===== src/rtl/region_pkg.sv =====
package region_pkg;

    typedef enum logic [1:0] {
        MODE_60       = 2'b00,
        MODE_50       = 2'b01,
        MODE_AUTO     = 2'b10,
        MODE_AUTO_ALT = 2'b11
    } user_mode_e;

    typedef struct packed {
        logic known;   // a valid key type has been reported
        logic pal;     // reported type: 1 = 50Hz-type
    } key_state_t;

    typedef struct packed {
        logic vid_50hz;
        logic d4;
    } region_out_t;

    function automatic logic mode_is_auto(input logic [1:0] m);
        return m[1];
    endfunction

    function automatic logic fixed_mode_is_50(input logic [1:0] m);
        return (m == MODE_50);
    endfunction

endpackage


===== src/rtl/key_tracker.sv =====
module key_tracker
    import region_pkg::*;
(
    input  logic       clk,
    input  logic       rst,
    input  logic       key_valid,
    input  logic       key_pal,
    input  logic       key_invalid,
    output key_state_t key_st,
    output logic       invalid_q
);

    always_ff @(posedge clk) begin
        if (rst) begin
            key_st    <= '0;
            invalid_q <= 1'b0;
        end else if (key_invalid) begin
            key_st    <= '0;
            invalid_q <= 1'b1;
        end else if (key_valid && !invalid_q) begin
            key_st.known <= 1'b1;
            key_st.pal   <= key_pal;
        end
    end

endmodule


===== src/rtl/window_timer.sv =====
module window_timer #(
    parameter int TIMEOUT_TICKS = 16,
    localparam int CNT_W = (TIMEOUT_TICKS < 1) ? 1 : $clog2(TIMEOUT_TICKS + 1)
) (
    input  logic             clk,
    input  logic             rst,
    input  logic             tick,
    input  logic             timeout_en,
    input  logic             invalid_q,
    output logic [CNT_W-1:0] tick_count,
    output logic             window_closed
);

    logic count_done;

    generate
        if (TIMEOUT_TICKS < 1) begin : g_no_window
            assign tick_count = '0;
            assign count_done = 1'b1;
        end else begin : g_window
            localparam logic [CNT_W-1:0] LIMIT = CNT_W'(TIMEOUT_TICKS);
            logic [CNT_W-1:0] cnt_q;

            always_ff @(posedge clk) begin
                if (rst)
                    cnt_q <= '0;
                else if (tick && (cnt_q != LIMIT))
                    cnt_q <= cnt_q + 1'b1;
            end

            assign tick_count = cnt_q;
            assign count_done = (cnt_q == LIMIT);
        end
    endgenerate

    assign window_closed = count_done | ~timeout_en | invalid_q;

endmodule


===== src/rtl/region_select.sv =====
module region_select
    import region_pkg::*;
(
    input  logic [1:0]  user_mode,
    input  key_state_t  key_st,
    input  logic        window_closed,
    output region_out_t nxt
);

    logic det_50;
    logic user_50;

    always_comb begin
        det_50  = key_st.known & key_st.pal;
        user_50 = mode_is_auto(user_mode) ? det_50 : fixed_mode_is_50(user_mode);

        if (key_st.known && !window_closed)
            nxt.vid_50hz = key_st.pal;
        else
            nxt.vid_50hz = user_50;

        nxt.d4 = key_st.known ? key_st.pal : nxt.vid_50hz;
    end

endmodule


===== src/rtl/region_resolver.sv =====
module region_resolver
    import region_pkg::*;
#(
    parameter int TIMEOUT_TICKS = 16
) (
    input  logic       clk,
    input  logic       rst,
    input  logic [1:0] user_mode,
    input  logic       key_valid,
    input  logic       key_pal,
    input  logic       key_invalid,
    input  logic       timeout_en,
    input  logic       tick,
    output logic       vid_50hz,
    output logic       d4_flag
);

    localparam int CNT_W = (TIMEOUT_TICKS < 1) ? 1 : $clog2(TIMEOUT_TICKS + 1);

    key_state_t       key_st;
    logic             invalid_q;
    logic [CNT_W-1:0] tick_count;
    logic             window_closed;
    region_out_t      nxt;
    region_out_t      out_q;
    logic             key_known_w;
    logic             key_pal_w;

    key_tracker u_key (
        .clk         (clk),
        .rst         (rst),
        .key_valid   (key_valid),
        .key_pal     (key_pal),
        .key_invalid (key_invalid),
        .key_st      (key_st),
        .invalid_q   (invalid_q)
    );

    window_timer #(.TIMEOUT_TICKS(TIMEOUT_TICKS)) u_win (
        .clk           (clk),
        .rst           (rst),
        .tick          (tick),
        .timeout_en    (timeout_en),
        .invalid_q     (invalid_q),
        .tick_count    (tick_count),
        .window_closed (window_closed)
    );

    region_select u_sel (
        .user_mode     (user_mode),
        .key_st        (key_st),
        .window_closed (window_closed),
        .nxt           (nxt)
    );

    always_ff @(posedge clk) begin
        if (rst)
            out_q <= '0;
        else
            out_q <= nxt;
    end

    assign vid_50hz    = out_q.vid_50hz;
    assign d4_flag     = out_q.d4;
    assign key_known_w = key_st.known;
    assign key_pal_w   = key_st.pal;

endmodule


===== config.mk =====
export PLATFORM = sky130hd
export DESIGN_NAME = region_resolver
export DESIGN_NICKNAME = d
export VERILOG_FILES = /design/src/rtl/region_pkg.sv /design/src/rtl/key_tracker.sv /design/src/rtl/window_timer.sv /design/src/rtl/region_select.sv /design/src/rtl/region_resolver.sv
export SDC_FILE = /design/constraint.sdc
export NUM_CORES = 1
export LEC_CHECK = 0
export BUFFER_PORTS_ARGS = -buffer_cell sky130_fd_sc_hd__buf_2
export CAP_MARGIN = 20
export CORE_AREA = 3 3 40 42
export DETAILED_ROUTE_END_ITERATION = 10
export DIE_AREA = 0 0 43 45
export PLACE_DENSITY = 0.62
export SLEW_MARGIN = 40
export SYNTH_ARGS = -nofsm -noshare
export SYNTH_HDL_FRONTEND = slang
export SYNTH_SLANG_ARGS = --single-unit
export TNS_END_PERCENT = 30

===== constraint.sdc =====
create_clock -name clk -period 1.9 [get_ports clk]
set_clock_uncertainty 0.15 [all_clocks]
set_input_delay 0.38 -clock clk [delete_from_list [all_inputs] [get_ports clk]]
set_output_delay 0.38 -clock clk [all_outputs]
set_load 0.005 [all_outputs]

==> results of run 1 <==
## state kept, by name, indices dropped and copies added, names as in the netlist
name and count:
vid_50hz 1, u_key.invalid_q 1, d4_flag 1, u_win.tick_count 5
u_key.key_st 2
## through the flow
stage	total power (uW)	util [%]	hold WS, ns	setup WS (ns)	instances
floorplan	260.4	-	0.3093	0.4175	48
global placement	276.2	40.80	0.3564	0.3870	72
detailed placement	277.4	40.80	0.3561	0.3334	72
CTS	417.0	42.55	0.1643	0.3189	75
global route	437.1	42.55	0.1603	0.2564	75
finish	415.7	42.55	0.1722	0.3321	75
## layer usage
metal,vias up,GRT usage [%],routed length (microns)
met1,148,9.976,389
met5,-,0,0
met4,0,10.84,24
li1,193,-,-
met3,2,3.586,19
met2,5,13.47,354
## synth_stat cells
| library cell | instances | area share [%] |
|---|---|---|
| inv_1 | 2 | 1.6 |
| nor3_1 | 2 | 2.2 |
| dfxtp_1 | 10 | 44 |
| a211oi_1 | 1 | 1.6 |
| nand2_1 | 3 | 2.5 |
| mux2_4 | 1 | 3.3 |
| a21oi_1 | 1 | 1.1 |
| clkbuf_1 | 1 | 0.82 |
| nand2b_1 | 2 | 2.7 |
| nor4bb_4 | 1 | 5.4 |
| nor2b_1 | 2 | 2.7 |
| nor2_1 | 8 | 6.5 |
| xor2_1 | 2 | 3.8 |
| or3_1 | 2 | 2.7 |
| ha_1 | 2 | 5.4 |
| a31oi_1 | 1 | 1.4 |
| nor4_1 | 1 | 1.4 |
| nor2b_2 | 1 | 1.9 |
| mux2i_1 | 3 | 6.5 |
| nand4_1 | 2 | 2.7 |
## kinds of logic (layout without fill, tap and decap cells)
family	after synthesis	in the layout	share of synthesized area [%]
AND/OR/NAND/NOR	24	24	30.79
flip-flops	10	10	43.60
multiplexers	4	4	9.809
AO/OA/AOI/OAI	3	3	4.088
buffers and inverters	3	15	2.452
adder cells (fa/ha/maj)	2	2	5.449
XOR/XNOR	2	2	3.815
## power groups by stage
stage,logic [uW],clock network [uW],registers (uW)
after CTS,45.7,144,227
after detailed placement,45.5,0,232
after global placement,44.6,0,232
after floorplan,29.8,0,231
final,45.2,143,227
after global routing,50.4,158,228
## critical path: cells and delay by family, from the launching register on
kind	cells	cell delay (ns)
AO/OA/AOI/OAI	1	0.19
AND/OR/NAND/NOR	2	0.51
flip-flops	1	0.37
adder cells (fa/ha/maj)	1	0.19
buffers and inverters	1	0.07
## cell type report
| type | instances | share of cell area, % |
|---|---|---|
| inverter | 2 | 1.373 |
| sequential | 10 | 36.61 |
| timing repair buffer | 10 | 9.153 |
| tap | 15 | 3.432 |
| multi-input combinational | 35 | 45.31 |
| clock buffer | 3 | 4.119 |
## worst paths after layout
| path | to | slack (ns) |
|---|---|---|
| worst min-delay path | u_key.key_st[1] | 0.17 |
| worst max register to register | vid_50hz | 0.33 |
| worst min register to register | u_key.invalid_q | 0.36 |
| worst max-delay path | vid_50hz | 0.33 |
==> results by group, run 1 <==
Worst setup path
  • Required time of the worst setup path: 1.92 ns
  • Worst flop-to-flop path startpoint: u_win.tick_count[0]
  • Critical path type: flip-flop to flip-flop
  • CP Data Arrival Time: 1.59 ns
  • Crit start category: flip-flop
  • CP startpoint: u_win.tick_count[0]
  • Cells along the critical path: inv_1 -> ha_1 -> nor4bb_4 -> or3_1 -> a211oi_1
  • Slowest CP cell: dfxtp_1
  • R2R cell count: 5
  • CP max stage delay: 0.37 ns
  • Worst Setup End Kind: flip-flop
  • CP max FO: 4

STA
  • RSZ-0062 raised after global routing: false
  • Final setup fails: 0
  • Setup TNS: 0 ns
  • Worst slew margin: 80.46%
  • Final Hold Vio Count: 0
  • Final period utilization: 82.52%
  • Post-layout min period: 1.568 ns
  • Worst slew pin tran: 0.2926 ns
  • FMAX: 0.6378 GHz
  • Slew Viols, Final: 0

Clock network
  • Worst-path clk slew: 0.07 ns
  • CTS H-tree lvls: 1
  • Num Clock Sinks: 10
  • Clock Latency Late Sink: 0.26 ns
  • Cts bufs inserted: 3
  • CTS root buf: clkbuf_4
  • Cts repair resizes: 0
  • CTS tree: yes
  • Post-CTS Setup Inserts: 0
  • Clock buffer depth: 2
  • Hold_buf cts: 0

Route
  • DR pass1 iterations: 2
  • Via count: 348
  • DRC viols: 0
  • Via/cell ratio: 4.640
  • Initial DRC Count: 5
  • Antenna viol nets, final: 0
  • DRT Wirelength: 788 microns
  • Avg WL per Cell: 10.51 microns

Cells and area
  • Most frequent cells in the layout: dfxtp_1, buf_2, nor2_1
  • Layout cells sized above 1: 26.67%
  • Area delta synth->final: 19.07%
  • Area of the multi-input gates: 247.7 sq um
  • Post-route cell area: 546.8 sq um
  • NumNets Final: 73
  • Ant diodes: 0
  • Register area: 200.2 sq um
  • Fill count: 136

Pwr
  • Static Leakage: 0.0002275 uW
  • Power share of the clock group: 34.5%
  • Sw Share: 23.69%
  • Pwr Density: 760.4 mW/mm^2
  • Reg power frac: 54.6%
  • Power share of the combinational group: 10.9%
  • Switching Power: 98.48 uW
  • Internal: 317.3 uW
  • Max IR drop VDD: 0.0003484 V

Place
  • Routability cong.: 0.6113
  • Port bufs: 10
  • Post-DP HPWL: 611.2 microns
  • DP Area: 524.3 sq um

Floorplan
  • Top-Level Pins: 11
  • Die width: 43 microns
  • Die Ht: 45 microns
  • Core box area: 0.001285 sq mm
  • DIE AREA: 0.001935 sq mm
  • Initial Utilization: 35.74%
  • FP Rows: 13

Synth
  • Synth Net Count: 59
  • Register area share after synthesis: 43.60%
  • Yosys warnings: 0
  • Syn_area_per_cell: 9.566 sq um
  • Synth cell types: 20
  • Synthesized instance count: 48
  • Synth Register Bits: 10
  • Post-Syn Area: 459.2 sq um

Run status
  • Status: finished, final reports clean

Global routing
  • First-pass GRT wire length: 1.242 mm
  • Gr usage total: 9.440%
  • Initial antenna violation count: 0
  • Global route overflow: 0
  • Largest net degree at the start of global routing: 13
  • Vias in the first global route: 319

Min path
  • Hold Path Depth: 2
  • Hold path start: key_invalid
  • Worst hold path type: input port to flip-flop

Run
  • Max-Cap Viols: 0
Power figures use the tool's default switching activity.
==> run 2, diff against run 1 <==
clock period = 1.5 ns   (was 1.9 ns; I/O delays follow)
==> results by group, run 2 (synthesis results as in run 1) <==
Global routing
  • Vias in the first global route: 319
  • Initial antenna violation count: 0
  • First-pass GRT wire length: 1.297 mm
  • Global route overflow: 0
  • Largest net degree at the start of global routing: 13
  • Gr usage total: 9.432%

Worst setup path
  • Worst flop-to-flop path startpoint: u_win.tick_count[0]
  • R2R Setup Slk: 0.07 ns
  • Required time of the worst setup path: 1.54 ns
  • Slowest CP cell: or3_1
  • WP buf/inv: 1
  • Crit start category: flip-flop
  • CP max FO: 4
  • Reg2reg end: vid_50hz
  • CP max stage delay: 0.37 ns
  • CP Data Arrival Time: 1.47 ns
  • R2R cell count: 5
  • Critical path type: flip-flop to flip-flop
  • Worst path top cell family by delay: simple AND/OR/NAND/NOR gates
  • Worst Setup End Kind: flip-flop
  • Cells along the critical path: inv_2 -> ha_4 -> nor4bb_4 -> or3_1 -> a211oi_2

Floorplan
  • Die width: 43 microns
  • FP Rows: 13
  • Top-Level Pins: 11
  • Core box area: 0.001285 sq mm
  • Die Ht: 45 microns
  • DIE AREA: 0.001935 sq mm
  • Initial Utilization: 35.74%

Pwr
  • Internal: 470.8 uW
  • Sw Share: 22.92%
  • Power share of the clock group: 40.3%
  • Switching Power: 140.0 uW
  • Reg power frac: 46.9%
  • Power share of the combinational group: 12.8%
  • Static Leakage: 0.0002570 uW
  • Pwr Density: 1000 mW/mm^2
  • Max IR drop VDD: 0.0005111 V

STA
  • Setup TNS: 0 ns
  • FMAX: 0.7000 GHz
  • Final period utilization: 95.24%
  • Final setup fails: 0
  • Slew Viols, Final: 0
  • Post-layout min period: 1.429 ns
  • Final Hold Vio Count: 0
  • Worst slew margin: 79.55%
  • Worst slew pin tran: 0.3040 ns
  • RSZ-0062 raised after global routing: false

Place
  • Port bufs: 10
  • Post-DP HPWL: 610.9 microns
  • Routability cong.: 0.7273
  • DP Area: 554.3 sq um

Clock network
  • Num Clock Sinks: 10
  • CTS tree: yes
  • Hold_buf cts: 0
  • CTS H-tree lvls: 1
  • Cts bufs inserted: 3
  • Post-CTS Setup Inserts: 0
  • CTS root buf: clkbuf_4
  • Worst-path clk slew: 0.07 ns
  • Clock Latency Late Sink: 0.27 ns
  • Clock buffer depth: 2

Min path
  • Worst hold path type: input port to flip-flop
  • Hold path start: key_invalid
  • Hold Path Depth: 2
  • Hold worst-path end: u_key.key_st[1]

Cells and area
  • Max FFs per register: 5
  • Layout cells sized above 1: 41.54%
  • Register area: 202.7 sq um
  • Fill count: 130
  • Ant diodes: 0
  • Area delta synth->final: 32.97%
  • NumNets Final: 77
  • Commonest non-fill, non-tap cell in the layout: buf_2
  • Post-route cell area: 610.6 sq um
  • Area of the multi-input gates: 265.3 sq um
  • Most frequent cells in the layout: buf_2, nor2_1, dfxtp_1
  • Post-layout util: 47.52%

Route
  • Avg WL per Cell: 9.900 microns
  • Via count: 370
  • Antenna viol nets, final: 0
  • DRT Wirelength: 792 microns
  • Initial DRC Count: 2
  • DR pass1 iterations: 4
  • Via/cell ratio: 4.625
  • DRC viols: 0

Run status
  • Status: finished, final reports clean

Run
  • Max-Cap Viols: 0
run 2: changes by cell type in the layout (fill, tap and decap cells not counted), sizes merged:
cell / change
buf: +4
clkbuf: +1
run 2: final cells by class:
| type | count | share of cell area, % |
|---|---|---|
| inverters | 2 | 1.230 |
| multi-input cells | 35 | 43.44 |
| clock buffers | 4 | 5.943 |
| repair buffers | 14 | 13.11 |
| well taps | 15 | 3.074 |
| flip-flops and latches | 10 | 33.20 |
run 2: worst max path at each step:
stage / startpoint / end / slack (ns) / depth (start not counted)
after floorplan: u_win.tick_count[0] / vid_50hz / 0.02 / 5
after global placement: u_win.tick_count[0] / vid_50hz / 0.05 / 5
after detailed placement: u_win.tick_count[0] / vid_50hz / 0.01 / 5
after CTS: u_win.tick_count[0] / vid_50hz / 0.02 / 5
after global routing: u_win.tick_count[0] / vid_50hz / 0.005 / 5
final: u_win.tick_count[0] / vid_50hz / 0.07 / 5
run 2: per-layer routing:
metal / global-route usage, % / vias up / part of all wire, %
li1: - / 201 / -
met4: 10.84 / 0 / 1.6
met1: 9.709 / 162 / 48
met2: 14.67 / 5 / 48
met3: 2.390 / 2 / 1.8
met5: 0 / - / 0
run 2: what timing repair did:
item / 4_1_cts / 5_1_grt
gates resized for setup: 1 / 6
endpoints found under the setup margin: 1 / 2
pin swaps: 2 / 3
run 2: power by group through the flow:
stage          clock network, uW  logic (uW)  registers, uW
4_1_cts                      256        73.2            285
3_3_place_gp                   0        71.8            290
3_5_place_dp                   0        72.8            291
5_1_grt                      273        87.7            287
2_1_floorplan                  0        37.7            292
6_report                     246        78.1            286
run 2: stage by stage:
stage / power [uW] / hold slack (ns) / setup slack, ns / cells
finish: 610.8 / 0.07792 / 0.07147 / 80
global route: 648.2 / 0.07069 / 0.005275 / 80
CTS: 614.1 / 0.07026 / 0.01743 / 80
detailed placement: 363.6 / 0.3579 / 0.01059 / 76
global placement: 362.2 / 0.3481 / 0.05458 / 76
floorplan: 329.8 / 0.2293 / 0.01752 / 48
